`src/rtl/irq_seq_pkg.sv`:
```
package irq_seq_pkg;

   typedef enum logic {
      ST_RUN  = 1'b0,
      ST_WAIT = 1'b1
   } run_st_e;

   function automatic int unsigned idx_width(input int unsigned n);
      return (n <= 1) ? 1 : $clog2(n);
   endfunction

endpackage

```
`src/rtl/irq_pend_bank.sv`:
```
module irq_pend_bank #(
   parameter int unsigned NUM_SRC = 2
) (
   input  logic               clk,
   input  logic               rst_n,
   input  logic [NUM_SRC-1:0] req_i,
   input  logic [NUM_SRC-1:0] clr_i,
   output logic [NUM_SRC-1:0] pend_o
);

   for (genvar g = 0; g < NUM_SRC; g++) begin : g_src
      logic held;
      always_ff @(posedge clk) begin
         if (!rst_n)         held <= 1'b0;
         else if (req_i[g])  held <= 1'b1;
         else if (clr_i[g])  held <= 1'b0;
      end
      assign pend_o[g] = held;
   end

endmodule

```
`src/rtl/irq_prio_pick.sv`:
```
module irq_prio_pick #(
   parameter int unsigned NUM_SRC = 2,
   parameter int unsigned SRC_W   = 1
) (
   input  logic [NUM_SRC-1:0] pend_i,
   output logic               any_o,
   output logic [SRC_W-1:0]   idx_o
);

   always_comb begin
      any_o = 1'b0;
      idx_o = '0;
      for (int i = NUM_SRC - 1; i >= 0; i--) begin
         if (pend_i[i]) begin
            any_o = 1'b1;
            idx_o = SRC_W'(i);
         end
      end
   end

endmodule

```
`src/rtl/irq_state_ctl.sv`:
```
module irq_state_ctl
   import irq_seq_pkg::*;
(
   input  logic clk,
   input  logic rst_n,
   input  logic op_sif_i,
   input  logic op_cif_i,
   input  logic op_iret_i,
   input  logic op_halt_i,
   input  logic take_i,
   output logic flag_o,
   output logic eff_flag_o,
   output logic in_handler_o,
   output logic waiting_o
);

   logic    flag_q;
   logic    inh_q;
   run_st_e st_q;

   always_comb begin
      eff_flag_o = flag_q;
      if (op_iret_i)                eff_flag_o = 1'b0;
      else if (op_sif_i)            eff_flag_o = 1'b1;
      else if (op_cif_i && !inh_q)  eff_flag_o = 1'b0;
   end

   always_ff @(posedge clk) begin
      if (!rst_n) begin
         flag_q <= 1'b1;
         inh_q  <= 1'b0;
         st_q   <= ST_RUN;
      end else begin
         flag_q <= take_i ? 1'b1 : eff_flag_o;
         if (take_i)         inh_q <= 1'b1;
         else if (op_iret_i) inh_q <= 1'b0;
         if (take_i)         st_q <= ST_RUN;
         else if (op_halt_i) st_q <= ST_WAIT;
      end
   end

   assign flag_o       = flag_q;
   assign in_handler_o = inh_q;
   assign waiting_o    = (st_q == ST_WAIT);

endmodule

```
`src/rtl/irq_seq_top.sv`:
```
module irq_seq_top
   import irq_seq_pkg::*;
#(
   parameter int unsigned NUM_SRC    = 2,
   parameter int unsigned ADDR_W     = 16,
   parameter int unsigned VEC_BASE   = 16'hFF00,
   parameter int unsigned VEC_STRIDE = 2,
   parameter int unsigned WAKE_SRC   = 0
) (
   input  logic               clk,
   input  logic               rst_n,
   input  logic [NUM_SRC-1:0] irq_req_i,
   input  logic               boundary_i,
   input  logic               op_sif_i,
   input  logic               op_cif_i,
   input  logic               op_iret_i,
   input  logic               op_halt_i,
   input  logic [ADDR_W-1:0]  next_pc_i,
   output logic               take_o,
   output logic [ADDR_W-1:0]  vec_lo_addr_o,
   output logic [ADDR_W-1:0]  vec_hi_addr_o,
   output logic               push_o,
   output logic [ADDR_W-1:0]  push_pc_o,
   output logic               stall_o,
   output logic               irq_disable_o,
   output logic               in_handler_o
);

   localparam int unsigned SRC_W = idx_width(NUM_SRC);

   if (NUM_SRC < 1) begin : g_bad_num
      $error("NUM_SRC must be at least 1");
   end
   if (WAKE_SRC >= NUM_SRC) begin : g_bad_wake
      $error("WAKE_SRC must name an existing source");
   end
   if (VEC_STRIDE < 2) begin : g_bad_stride
      $error("VEC_STRIDE must leave room for a two-byte address");
   end

   logic [NUM_SRC-1:0] pend;
   logic [NUM_SRC-1:0] clr;
   logic [NUM_SRC-1:0] cand;
   logic               any;
   logic [SRC_W-1:0]   idx;
   logic               flag;
   logic               eff_flag;
   logic               inh;
   logic               waiting;
   logic               take;

   irq_pend_bank #(.NUM_SRC(NUM_SRC)) u_pend (
      .clk    (clk),
      .rst_n  (rst_n),
      .req_i  (irq_req_i),
      .clr_i  (clr),
      .pend_o (pend)
   );

   for (genvar g = 0; g < NUM_SRC; g++) begin : g_cand
      if (g == WAKE_SRC) begin : g_wake
         assign cand[g] = pend[g];
      end else begin : g_other
         assign cand[g] = pend[g] && !waiting;
      end
      assign clr[g] = take && (idx == SRC_W'(g));
   end

   irq_prio_pick #(.NUM_SRC(NUM_SRC), .SRC_W(SRC_W)) u_pick (
      .pend_i (cand),
      .any_o  (any),
      .idx_o  (idx)
   );

   irq_state_ctl u_state (
      .clk          (clk),
      .rst_n        (rst_n),
      .op_sif_i     (op_sif_i),
      .op_cif_i     (op_cif_i),
      .op_iret_i    (op_iret_i),
      .op_halt_i    (op_halt_i),
      .take_i       (take),
      .flag_o       (flag),
      .eff_flag_o   (eff_flag),
      .in_handler_o (inh),
      .waiting_o    (waiting)
   );

   always_comb begin
      if (waiting) take = any && !flag;
      else         take = boundary_i && !op_halt_i && !eff_flag && any;
   end

   assign vec_lo_addr_o = ADDR_W'(VEC_BASE) + ADDR_W'(idx) * ADDR_W'(VEC_STRIDE);
   assign vec_hi_addr_o = vec_lo_addr_o + ADDR_W'(1);
   assign take_o        = take;
   assign push_o        = take;
   assign push_pc_o     = next_pc_i;
   assign stall_o       = waiting;
   assign irq_disable_o = flag;
   assign in_handler_o  = inh;

endmodule

```
`config.mk`:
```
export PLATFORM = sky130hd
export DESIGN_NAME = irq_seq_top
export DESIGN_NICKNAME = d
export VERILOG_FILES = /design/src/rtl/irq_seq_pkg.sv /design/src/rtl/irq_pend_bank.sv /design/src/rtl/irq_prio_pick.sv /design/src/rtl/irq_state_ctl.sv /design/src/rtl/irq_seq_top.sv
export SDC_FILE = /design/constraint.sdc
export NUM_CORES = 1
export LEC_CHECK = 0
export CAP_MARGIN = 20
export CORE_MARGIN = 10
export CORE_UTILIZATION = 40
export DETAILED_ROUTE_END_ITERATION = 6
export DONT_BUFFER_PORTS = 1
export PLACE_DENSITY_LB_ADDON = 0.08
export SLEW_MARGIN = 10
export SYNTH_ARGS = -nofsm -noshare
export SYNTH_HDL_FRONTEND = slang
export SYNTH_HIERARCHICAL = 1
export SYNTH_SLANG_ARGS = --single-unit
```
`constraint.sdc`:
```
create_clock -name clk -period 1.5 [get_ports clk]
set_input_delay 0.075 -clock clk [delete_from_list [all_inputs] [get_ports clk]]
set_output_delay 0.075 -clock clk [all_outputs]
set_load 0.05 [all_outputs]
```
# Yosys cells after proc, flatten, opt, wreduce, memory -nomap -nowiden
# Cells that the tools add are included.
# totals
reg_bits	5
out_inout_bits	53
wordCells	39
# op_classes
addsub	2
n_mux	13
bitwise_logic	2
reduce_logical	17
# ops
operator	n
$mux W1	13
$add A10 B2 Y11 const B	1
$add A9 B3 Y10 const A	1
$logic_and A1 B1 Y1	8
$reduce_bool A2 Y1	3
$logic_not A1 Y1	5
$not A1 Y1	2
$reduce_or A2 Y1	1

# Longest topological paths before layout
# Gate-level depths: netlist of the first run.
# logic_depth
word_depth	12
ltp_mapped	7
depth_no_buf	6

# By module
# Netlist of the first run, hierarchy kept.
# by_module_without_submodules
mod	instances	cells_per_inst	area_per_inst_um2	seq_area_each_um2
irq_seq_top	1	59	436.7	0.0
irq_state_ctl	1	12	141.4	60.1
irq_pend_bank	1	8	97.6	40.0
irq_prio_pick	1	2	15.0	0.0

# Worst setup path after synthesis of the first run
# OpenSTA, ideal clock, no wires.
# synth_path
path_type	reg-to-reg
start	register u_state.inh_q (netlist: u_state/in_handler_o)
end	register u_state.st_q (netlist: u_state/waiting_o)
t_arrival_ns	2.122
t_required_ns	1.383
setup_slack_ns	-0.738
path_stages_with_launch	7
path_buffers	0
cell_sequence	dfxtp_1 nor2b_4 o21ai_1 or4b_4 a21boi_2 inv_1 o211a_1
# synth_via
elab_chain_cells	10
# synth_rtl
element	line	rtl
start, declared	irq_state_ctl.sv:18	logic inh_q;
start signal, assigned	irq_state_ctl.sv:31	inh_q <= 1'b0;
start signal, assigned	irq_state_ctl.sv:35	if (take_i) inh_q <= 1'b1;
start signal, assigned	irq_state_ctl.sv:36	else if (op_iret_i) inh_q <= 1'b0;
$logic_not A1 Y1	irq_state_ctl.sv:25	else if (op_cif_i && !inh_q) eff_flag_o = 1'b0;
$logic_and A1 B1 Y1	irq_state_ctl.sv:25	
$mux W1	irq_state_ctl.sv:25	
$mux W1	irq_state_ctl.sv:24	else if (op_sif_i) eff_flag_o = 1'b1;
$mux W1	irq_state_ctl.sv:23	if (op_iret_i) eff_flag_o = 1'b0;
net eff_flag	irq_seq_top.sv:47	logic eff_flag;
$logic_not A1 Y1	irq_seq_top.sv:91	else take = boundary_i && !op_halt_i && !eff_flag && any;
$logic_and A1 B1 Y1 (2 in series)	irq_seq_top.sv:91	
$mux W1	irq_seq_top.sv:90	if (waiting) take = any && !flag;
net push_o	irq_seq_top.sv:22	output logic push_o,
$reduce_or A2 Y1 (no line)	--	
end signal, assigned	irq_state_ctl.sv:32	st_q <= ST_RUN;
end signal, assigned	irq_state_ctl.sv:37	if (take_i) st_q <= ST_RUN;
end signal, assigned	irq_state_ctl.sv:38	else if (op_halt_i) st_q <= ST_WAIT;
end, declared	irq_state_ctl.sv:19	run_st_e st_q;
# The timed path passes the listed nets, and every way through them passes these cells.
# A chain may end at the register's enable or synchronous reset.

# Worst setup path after layout of the first run
# layout_path
start	register u_state.inh_q (netlist: u_state/in_handler_o)
end	output port push_o
# layout_via
elab_chain_cells	9
# layout_rtl
element	line
$logic_not A1 Y1	irq_state_ctl.sv:25
$logic_and A1 B1 Y1	irq_state_ctl.sv:25
$mux W1	irq_state_ctl.sv:25
$mux W1	irq_state_ctl.sv:24
$mux W1	irq_state_ctl.sv:23
net eff_flag	irq_seq_top.sv:47
$logic_not A1 Y1	irq_seq_top.sv:91
$logic_and A1 B1 Y1 (2 in series)	irq_seq_top.sv:91
$mux W1	irq_seq_top.sv:90
end, declared	irq_seq_top.sv:22
# The timed path passes the listed nets, and every way through them passes these cells.

==> results.txt, run 1 <==
status: complete, but fails checks
failing checks: negative hold slack, negative setup slack
worst min path class: in -> reg
Max IR drop VDD: 0.373 mV
Setup violations, final: 7
area of the core: 1580 µm²
fillers: 165
first-pass GRT wire length: 1710 µm
Max-cap violations: 0
leakage: 0.335 nW
synth top area cells: buf_4 (55%), dfxtp_1 (14%), nor2b_4 (6.0%)
DRT met1 WL: 383 µm
top cell type's share of synthesized area: 55.4%
grt ovf: 0
vias per cell: 3.94
worst setup path class: reg -> out
Post-synth EDFFs: 0
Pwr Density: 989 nW/µm²
post-layout util: 41.3%
Gate power share: 52.3%
Design Power: 0.645 mW
DR vias: 374
GR Util All Layers: 6.03%
post-synthesis cell type count: 19
CTS clk-pin slew, worst paths: 0.05 ns
post-route minimum period: 1.79 ns
Yosys top cell by area: buf_4
Cell Count Post-Placement: 82
routed wire length: 1270 µm
Clk Latency, worst-skew pair: 0.24 ns
fin. max-slew vios: 0
Max stage delay on crit path: 0.50 ns
CP cell instances: nor2b_4, o21ai_1, or4b_4, a21boi_4, buf_12, buf_12
layout cells sized above 1: 38.0%
Min Hold Slack: -0.0218 ns
Reg2Reg Depth: 7
worst-path fanout max: 2
RSZ-0062 raised after global routing: yes
wire per inst: 13.3 µm
Primary FF master, synth: dfxtp_1
largest family of logic cells by synthesized area: buffers and inverters
Worst Path Required: 1.42 ns
Reg power frac: 23.6%
most frequent cells in the layout: conb_1 (30), buf_4 (10), dlygate4sd3_1 (4)
CP Launch Type: register
Post-Synth Simple-Gate Area: 17.8%
highest routed metal layer: met4
buffer depth of the longest clock path: 2
# port buffers: 0
largest net degree at the start of global routing: 6
drt pass-1 iters: 4
CTS tree: done
Hold Vio Cnt, Final: 1
chip height: 61.6 µm
fraction of registers with async set/reset: 0%
most common cell after layout, fill and taps aside: conb_1
CP endpoint kind: primary output
Cell Rows: 14
hold buffers post-CTS: 4
switching power: 0.316 mW
number of global-route vias before repair: 382
Post-Syn Area: 691 µm²
Top cell by count, worst path: buf_12
Clk pwr share: 24.1%
Hold Path Cell Cnt: 1
CTS Sinks: 5
final net count: 105
CTS H-tree lvls: 1
YS warnings: 6
synthesized flop and latch total: 5
Fmax: 558 MHz
non-filler cells, final: 95
clk_skew: 0.00304 ns
die width: 61.6 µm
post-synthesis xor/xnor area fraction: 0%
final worst setup slack: -0.291 ns
Met3 Routed Length: 185 µm
sequential-to-total area share from yosys stat: 14.5%
drt first-iter violations: 4
Initial Util: 43.8%
mux cell area share after synthesis: 0%
number of remaining DRC errors: 0
initial antenna violation count: 0
residual antenna-violating net count after detailed routing: 0
# IOs: 78
post-synthesis compound-gate area fraction: 10.7%
Internal Power: 0.329 mW
n_diodes: 0
final worst-path cycle share: 119%
switching fraction of total power: 49.1%
post-DP HPWL: 1090 µm
met2 wire len: 676 µm
Synth Instances: 81
Synth Area in Adders: 0%
average size of a mapped cell: 8.53 µm²
critical path data arrival time: 1.72 ns
die area: 3790 µm²
synth-to-layout area growth: -5.62%
Routability Congestion: 0.643
root buf cell: clkbuf_4
slowest stage cell, crit path: or4b_4
Num CTS Buffers: 3
-- cell families (layout without fill, tap and decap cells) --
family,Yosys count,after routing
and+or+nand+nor,13,13
AOI/OAI and AO/OA,9,9
other,2,30
DFF,5,5
buffers and inverters,52,22
-- cells in the mapped netlist, types with 2 or more instances --
cell type / count
dfxtp_1: 5
conb_1: 2
buf_4: 51
a21oi_1: 2
nor2b_4: 3
o21a_1: 2
nand2b_1: 3
and2b_2: 2
-- layout make-up --
cell class / instances / area, µm² / area share [%]
Tap cell: 16 / 20.0 / 3.07
Multi-Input combinational cell: 52 / 320 / 49.1
Timing Repair Buffer: 17 / 175 / 26.9
Clock buffer: 4 / 26.3 / 4.03
Inverter: 1 / 3.75 / 0.576
Sequential cell: 5 / 106 / 16.3
-- worst max-delay path: cells and delay by family, from the launching register on --
family / cells / cell delay [ns]
buffers and inverters: 2 / 0.25
DFF: 1 / 0.34
and+or+nand+nor: 2 / 0.62
AOI/OAI and AO/OA: 2 / 0.27
-- per-stage QoR --
step / hold WS [ns] / TNS, ns / setup WS, ns / instance area (µm²)
4_1_cts: -0.0309 / -1.21 / -0.279 / 633
5_1_grt: -0.0186 / -2.01 / -0.356 / 652
3_5_place_dp: 0.150 / -0.457 / -0.135 / 544
6_report: -0.0218 / -1.51 / -0.291 / 652
2_1_floorplan: 0.159 / -1.55 / -0.326 / 813
3_3_place_gp: 0.150 / -0.416 / -0.117 / 544
-- sequential cells by signal (all words and copies together), names as in the netlist --
| register | flops |
|---|---|
| u_state/in_handler_o | 1 |
| u_state/flag_o | 1 |
| u_state/waiting_o | 1 |
| u_pend/g_src.held | 2 |
-- final timing paths --
kind	slack, ns	to	start
setup / recovery	-0.29	push_o	u_state/in_handler_o
hold / removal	-0.02	u_state/waiting_o	op_halt_i
setup reg to reg	-0.24	u_pend/g_src[0].held	u_state/in_handler_o
hold reg to reg	0.53	u_state/flag_o	u_state/flag_o
-- what timing repair did --
| item | CTS | global route |
|---|---|---|
| setup buffers | 3 | 2 |
| resized for setup | 0 | 1 |
| setup endpoints to repair | 6 | 7 |
| endpoints found under the hold margin | 5 | 1 |
| pin swaps | 1 | 1 |
-- metal layers --
metal  vias up  global-route usage, %
met5         -                      0
met4         0                   6.05
met3         8                   2.67
met2        26                   10.2
met1       171                   5.06
li1        169                      -
-- power groups by stage --
| stage | Combinational, mW | Clock (mW) | Sequential [mW] |
|---|---|---|---|
| floorplan | 0.432 | 0 | 0.177 |
| global placement | 0.311 | 0 | 0.155 |
| detailed placement | 0.311 | 0 | 0.154 |
| CTS | 0.328 | 0.164 | 0.152 |
| global route | 0.353 | 0.174 | 0.154 |
| finish | 0.338 | 0.155 | 0.152 |
Note: power is estimated with default switching activity, not from simulation.
==> inputs of run 2 (changes only) <==
--- a/config.mk
+++ b/config.mk
@@ -6,7 +6,6 @@
 export NUM_CORES = 1
 export LEC_CHECK = 0
 export CAP_MARGIN = 20
-export CORE_MARGIN = 10
 export CORE_UTILIZATION = 40
 export DETAILED_ROUTE_END_ITERATION = 6
 export DONT_BUFFER_PORTS = 1
==> results.txt, run 2 (synthesis results as in run 1) <==
Routability Congestion: 0.666 (+3.7%)
area of the core: 1560 µm² (-1.1%)
layout cells sized above 1: 42.7% (+4.7 points)
fin. max-slew vios: 0 (unchanged)
CP cell instances: nor2b_4, o21ai_2, or4b_4, a21boi_4, buf_12, buf_12
die area: 1900 µm² (-50%)
leakage: 0.354 nW (+5.7%)
switching fraction of total power: 49.2% (+0.11 points)
Hold Vio Cnt, Final: 0 (-1)
most frequent cells in the layout: conb_1 (30), buf_4 (10), dlygate4sd3_1 (5)
Gate power share: 52.8% (+0.5 points)
dpl cell area: 552 µm² (+1.4%)
residual antenna-violating net count after detailed routing: 0 (unchanged)
vias per cell: 3.99 (+1.3%)
Post-Layout Inst Area: 711 µm² (+9.0%)
final net count: 108 (+2.9%)
CP Launch Type: register
Setup violations, final: 7 (unchanged)
crit path launch: u_state/in_handler_o
non-filler cells, final: 98 (+3.2%)
post-DP HPWL: 684 µm (-37%)
clk_skew: 0.00532 ns (+0.00228 ns)
synth-to-layout area growth: 2.90%
most flop-heavy register: u_pend/g_src.held
Initial Util: 44.3% (+0.49 points)
Setup WS pre-CTS: -0.142 ns (-0.00727 ns)
# IOs: 78 (unchanged)
wire per inst: 9.28 µm (-30%)
Cell Rows: 14 (unchanged)
initial antenna violation count: 0 (unchanged)
grt ovf: 0 (unchanged)
Top cell by count, worst path: buf_12
number of global-route vias before repair: 349 (-8.6%)
final worst setup slack: -0.320 ns (-0.0288 ns)
GR Util All Layers: 10.5% (+4.5 points)
post-route minimum period: 1.82 ns (+0.0288 ns)
routed wire length: 909 µm (-28%)
DR vias: 391 (+4.5%)
chip height: 43.6 µm (-29%)
critical path data arrival time: 1.74 ns (+0.02 ns)
root buf cell: clkbuf_4
Hold Path Origin: op_sif_i
drt first-iter violations: 16 (+12)
RSZ-0062 raised after global routing: yes
Max-cap violations: 0 (unchanged)
Worst Path Required: 1.42 ns (about the same)
Num CTS Buffers: 3 (unchanged)
# port buffers: 0 (unchanged)
CTS clk-pin slew, worst paths: 0.05 ns (about the same)
Max IR drop VDD: 0.503 mV (+35%)
CTS tree: done
status: complete, but fails checks
first-pass GRT wire length: 1420 µm (-17%)
Max stage delay on crit path: 0.51 ns (about the same)
slowest stage cell, crit path: or4b_4
failing checks: design-rule violations, negative setup slack
Internal Power: 0.339 mW (+3.2%)
Largest register FFs: 2 (unchanged)
largest net degree at the start of global routing: 6 (unchanged)
number of remaining DRC errors: 14 (+14)
worst-path fanout max: 2 (unchanged)
n_diodes: 0 (unchanged)
buffer depth of the longest clock path: 2 (unchanged)
drt pass-1 iters: 6 (+2)
Pwr Density: 939 nW/µm² (-5.1%)
most common cell after layout, fill and taps aside: conb_1
CTS Sinks: 5 (unchanged)
Clk pwr share: 24.2% (about the same)
CTS H-tree lvls: 1 (unchanged)
worst min path class: in -> reg
switching power: 0.328 mW (+3.7%)
worst r2r src: u_state/in_handler_o
Reg power frac: 22.9% (-0.7 points)
Clk Latency, worst-skew pair: 0.25 ns (about the same)
Setup TNS: -1.65 ns (-0.140 ns)
die width: 43.6 µm (-29%)
final worst-path cycle share: 121% (+1.9 points)
post-layout util: 45.6% (+4.2 points)
Cell Count Post-Placement: 83 (+1.2%)
worst setup path class: reg -> out
CP endpoint kind: primary output
Fmax: 549 MHz (-1.6%)
[run 2: worst paths after layout]
path                               end  slack [ns]  cells after the start
setup / recovery                push_o       -0.32                      6
hold / removal          u_state/flag_o        0.03                      2
setup reg to reg  u_pend/g_src[0].held       -0.25                      8
hold reg to reg         u_state/flag_o        0.55                      2
[run 2: timing repair]
action / 4_1_cts / 5_1_grt
hold buffers: 5 / 0
setup endpoints to repair: 6 / 7
buffers inserted: 4 / 2
pin swaps: 3 / 2
resized for setup: 1 / 7
hold endpoints to repair: 5 / 0
[run 2: critical path, delay by kind of cell, from the launching register on]
family / cells / cell delay, ns
AO/OA/AOI/OAI: 2 / 0.27
buffers and inverters: 2 / 0.25
flip-flops: 1 / 0.35
AND/OR/NAND/NOR: 2 / 0.63
[run 2: stage by stage]
| stage | power (mW) | hold WS (ns) |
|---|---|---|
| after floorplan | 0.609 | 0.159 |
| after global placement | 0.469 | 0.150 |
| after detailed placement | 0.469 | 0.150 |
| after CTS | 0.660 | 0.0170 |
| after global routing | 0.704 | 0.0486 |
| final | 0.667 | 0.0293 |
[run 2: final cells by class]
class                   count  area (µm²)
flip-flops and latches      5         106
fillers                   147         848
inverters                   1        3.75
repair buffers             20         208
well taps                  16        20.0
multi-input cells          52         347
clock buffers               4        26.3
[run 2: power groups by stage]
stage / Sequential, mW / Clock [mW] / Combinational [mW]
2_1_floorplan: 0.177 / 0 / 0.432
3_3_place_gp: 0.155 / 0 / 0.313
3_5_place_dp: 0.156 / 0 / 0.314
4_1_cts: 0.153 / 0.170 / 0.337
5_1_grt: 0.154 / 0.182 / 0.368
6_report: 0.153 / 0.162 / 0.353
[run 2: routing by layer]
metal / routed length, µm / GRT usage (%) / share of wire (%) / vias up
met4: 19 / 8.13 / 2.1 / 0
met2: 493 / 19.4 / 54 / 31
met5: 0 / 0 / 0 / -
met1: 296 / 8.63 / 33 / 181
met3: 99 / 4.17 / 11 / 4
li1: - / - / - / 175
==> inputs of run 3 (changes only) <==
--- a/config.mk
+++ b/config.mk
@@ -7,6 +7,7 @@
 export LEC_CHECK = 0
 export CAP_MARGIN = 20
 export CORE_UTILIZATION = 40
+export CTS_BUF_LIST = sky130_fd_sc_hd__clkbuf_4
 export DETAILED_ROUTE_END_ITERATION = 6
 export DONT_BUFFER_PORTS = 1
 export PLACE_DENSITY_LB_ADDON = 0.08
==> constraint.sdc (replaced) <==
create_clock -name clk -period 1.69 [get_ports clk]
set_input_delay 0.0845 -clock clk [delete_from_list [all_inputs] [get_ports clk]]
set_output_delay 0.0845 -clock clk [all_outputs]
set_load 0.05 [all_outputs]
==> results.txt, run 3 (synthesis results as in run 1) <==
Gate power share: 48.7% (-4.1 points)
Max stage delay on crit path: 0.52 ns (about the same)
Worst Path Required: 1.61 ns (+0.19 ns)
Clk Latency, worst-skew pair: 0.25 ns (about the same)
failing checks: design-rule violations, negative hold slack, negative setup slack
CTS H-tree lvls: 1 (unchanged)
number of global-route vias before repair: 333 (-4.6%)
CTS Sinks: 5 (unchanged)
RSZ-0062 raised after global routing: yes
worst min path class: in -> reg
buffer depth of the longest clock path: 2 (unchanged)
Hold Vio Cnt, Final: 1 (+1)
Fmax: 566 MHz
Design Power: 0.571 mW (-14%)
drt first-iter violations: 12 (-4)
layout cells sized above 1: 36.5% (-6.2 points)
fin. max-slew vios: 0 (unchanged)
drt pass-1 iters: 5 (-1)
hold buffers post-CTS: 3 (-2)
die width: 43.6 µm (unchanged)
Routability Congestion: 0.610 (-8.3%)
residual antenna-violating net count after detailed routing: 0 (unchanged)
worst setup path class: reg -> out
Min Hold Slack: -0.0226 ns (-0.0520 ns)
final net count: 100 (-7.4%)
Post-Layout Inst Area: 591 µm² (-17%)
CP endpoint kind: primary output
status: complete, but fails checks
Setup WS pre-CTS: 0.0478 ns (+0.190 ns)
Setup violations, final: 3 (-4)
Num CTS Buffers: 3 (unchanged)
clk_skew: 0.00313 ns (-0.00219 ns)
largest net degree at the start of global routing: 6 (unchanged)
post-DP HPWL: 658 µm (-3.9%)
routed wire length: 873 µm (-4.0%)
final worst setup slack: -0.0754 ns (+0.244 ns)
post-route minimum period: 1.77 ns
area of the core: 1560 µm² (unchanged)
Pwr Density: 968 nW/µm² (+3.1%)
post-layout util: 37.9% (-7.7 points)
Largest register FFs: 2 (unchanged)
most common cell after layout, fill and taps aside: conb_1
die area: 1900 µm² (unchanged)
Internal Power: 0.292 mW (-14%)
Initial Util: 44.3% (unchanged)
number of remaining DRC errors: 10 (-4)
dpl cell area: 497 µm² (-10%)
first-pass GRT wire length: 1360 µm (-4.4%)
CP cell instances: nor2b_4, o21ai_2, or4b_4, a21boi_4, buf_12
Max-cap violations: 0 (unchanged)
fillers: 175 (+19%)
vias per cell: 3.91 (-2.0%)
# IOs: 78 (unchanged)
GR Util All Layers: 10.2% (-0.26 points)
most frequent cells in the layout: conb_1 (30), buf_4 (8), clkbuf_4 (4)
root buf cell: clkbuf_4
wire per inst: 9.70 µm (+4.6%)
Reg power frac: 23.6% (+0.7 points)
chip height: 43.6 µm (unchanged)
CP Launch Type: register
leakage: 0.310 nW (-12%)
critical path data arrival time: 1.68 ns (-0.06 ns)
CTS tree: done
n_diodes: 0 (unchanged)
most flop-heavy register: u_pend/g_src.held
# port buffers: 0 (unchanged)
worst-path fanout max: 3 (+1)
final worst-path cycle share: 104%
Clk pwr share: 27.7% (+3.5 points)
DR vias: 352 (-10%)
switching power: 0.279 mW (-15%)
CTS clk-pin slew, worst paths: 0.05 ns (about the same)
Max IR drop VDD: 0.448 mV (-11%)
Cell Rows: 14 (unchanged)
switching fraction of total power: 48.9% (-0.29 points)
slowest stage cell, crit path: or4b_4
grt ovf: 0 (unchanged)
initial antenna violation count: 0 (unchanged)
synth-to-layout area growth: -14.5%
==> run 3: cell types whose count changed in the layout (fill, tap and decap cells not counted), moves of 2 or more <==
cell           change
dlygate4sd3_1      -2
buf_4              -2
buf_6              -2
a21oi_1            +2
a21oi_4            -2
buf_12             -2
==> run 3: metal layers <==
metal | GRT usage [%] | share of wire [%] | wire, µm | up-vias
li1 | - | - | - | 159
met1 | 9.64 | 33 | 284 | 154
met2 | 15.8 | 49 | 431 | 35
met3 | 4.17 | 15 | 131 | 4
met4 | 11.3 | 2.9 | 25 | 0
met5 | 0 | 0 | 0 | -
==> run 3: power groups by stage <==
| stage | Combinational (mW) | Sequential, mW | Clock [mW] |
|---|---|---|---|
| floorplan | 0.383 | 0.157 | 0 |
| global placement | 0.259 | 0.137 | 0 |
| detailed placement | 0.259 | 0.137 | 0 |
| CTS | 0.271 | 0.135 | 0.165 |
| global route | 0.291 | 0.136 | 0.177 |
| finish | 0.278 | 0.135 | 0.159 |
==> run 3: through the flow <==
| stage | TNS [ns] | std cells |
|---|---|---|
| after floorplan | -0.428 | 109 |
| after detailed placement | 0 | 79 |
| after global routing | -0.567 | 90 |
| after global placement | 0 | 79 |
| after CTS | -0.170 | 88 |
| final | -0.162 | 90 |
==> run 3: layout make-up <==
| class | count | area, µm² | area share [%] |
|---|---|---|---|
| clock buffer | 4 | 30.0 | 5.08 |
| inverter | 1 | 3.75 | 0.636 |
| multi-input combinational | 52 | 320 | 54.2 |
| sequential | 5 | 106 | 18.0 |
| tap | 16 | 20.0 | 3.39 |
| timing repair buffer | 12 | 110 | 18.6 |
==> run 3: worst paths after layout <==
check	slack [ns]	to	startpoint	cells after the start
setup reg to reg	-0.01	u_state/waiting_o	u_state/in_handler_o	8
hold / removal	-0.02	u_state/waiting_o	op_halt_i	1
hold reg to reg	0.54	u_state/flag_o	u_state/flag_o	2
setup / recovery	-0.08	take_o	u_state/in_handler_o	5
==> run 3: timing repair <==
item,4_1_cts,5_1_grt
pin swaps,1,0
gates resized for setup,0,1
hold endpoints to repair,5,1
buffers inserted,2,2
setup endpoints to repair,2,6
==> run 3: worst max-delay path: cells and delay by family, from the launching register on <==
kind	cells	cell delay, ns
simple gates	2	0.64
buf+inv	1	0.19
compound gates	2	0.26
flops	1	0.34
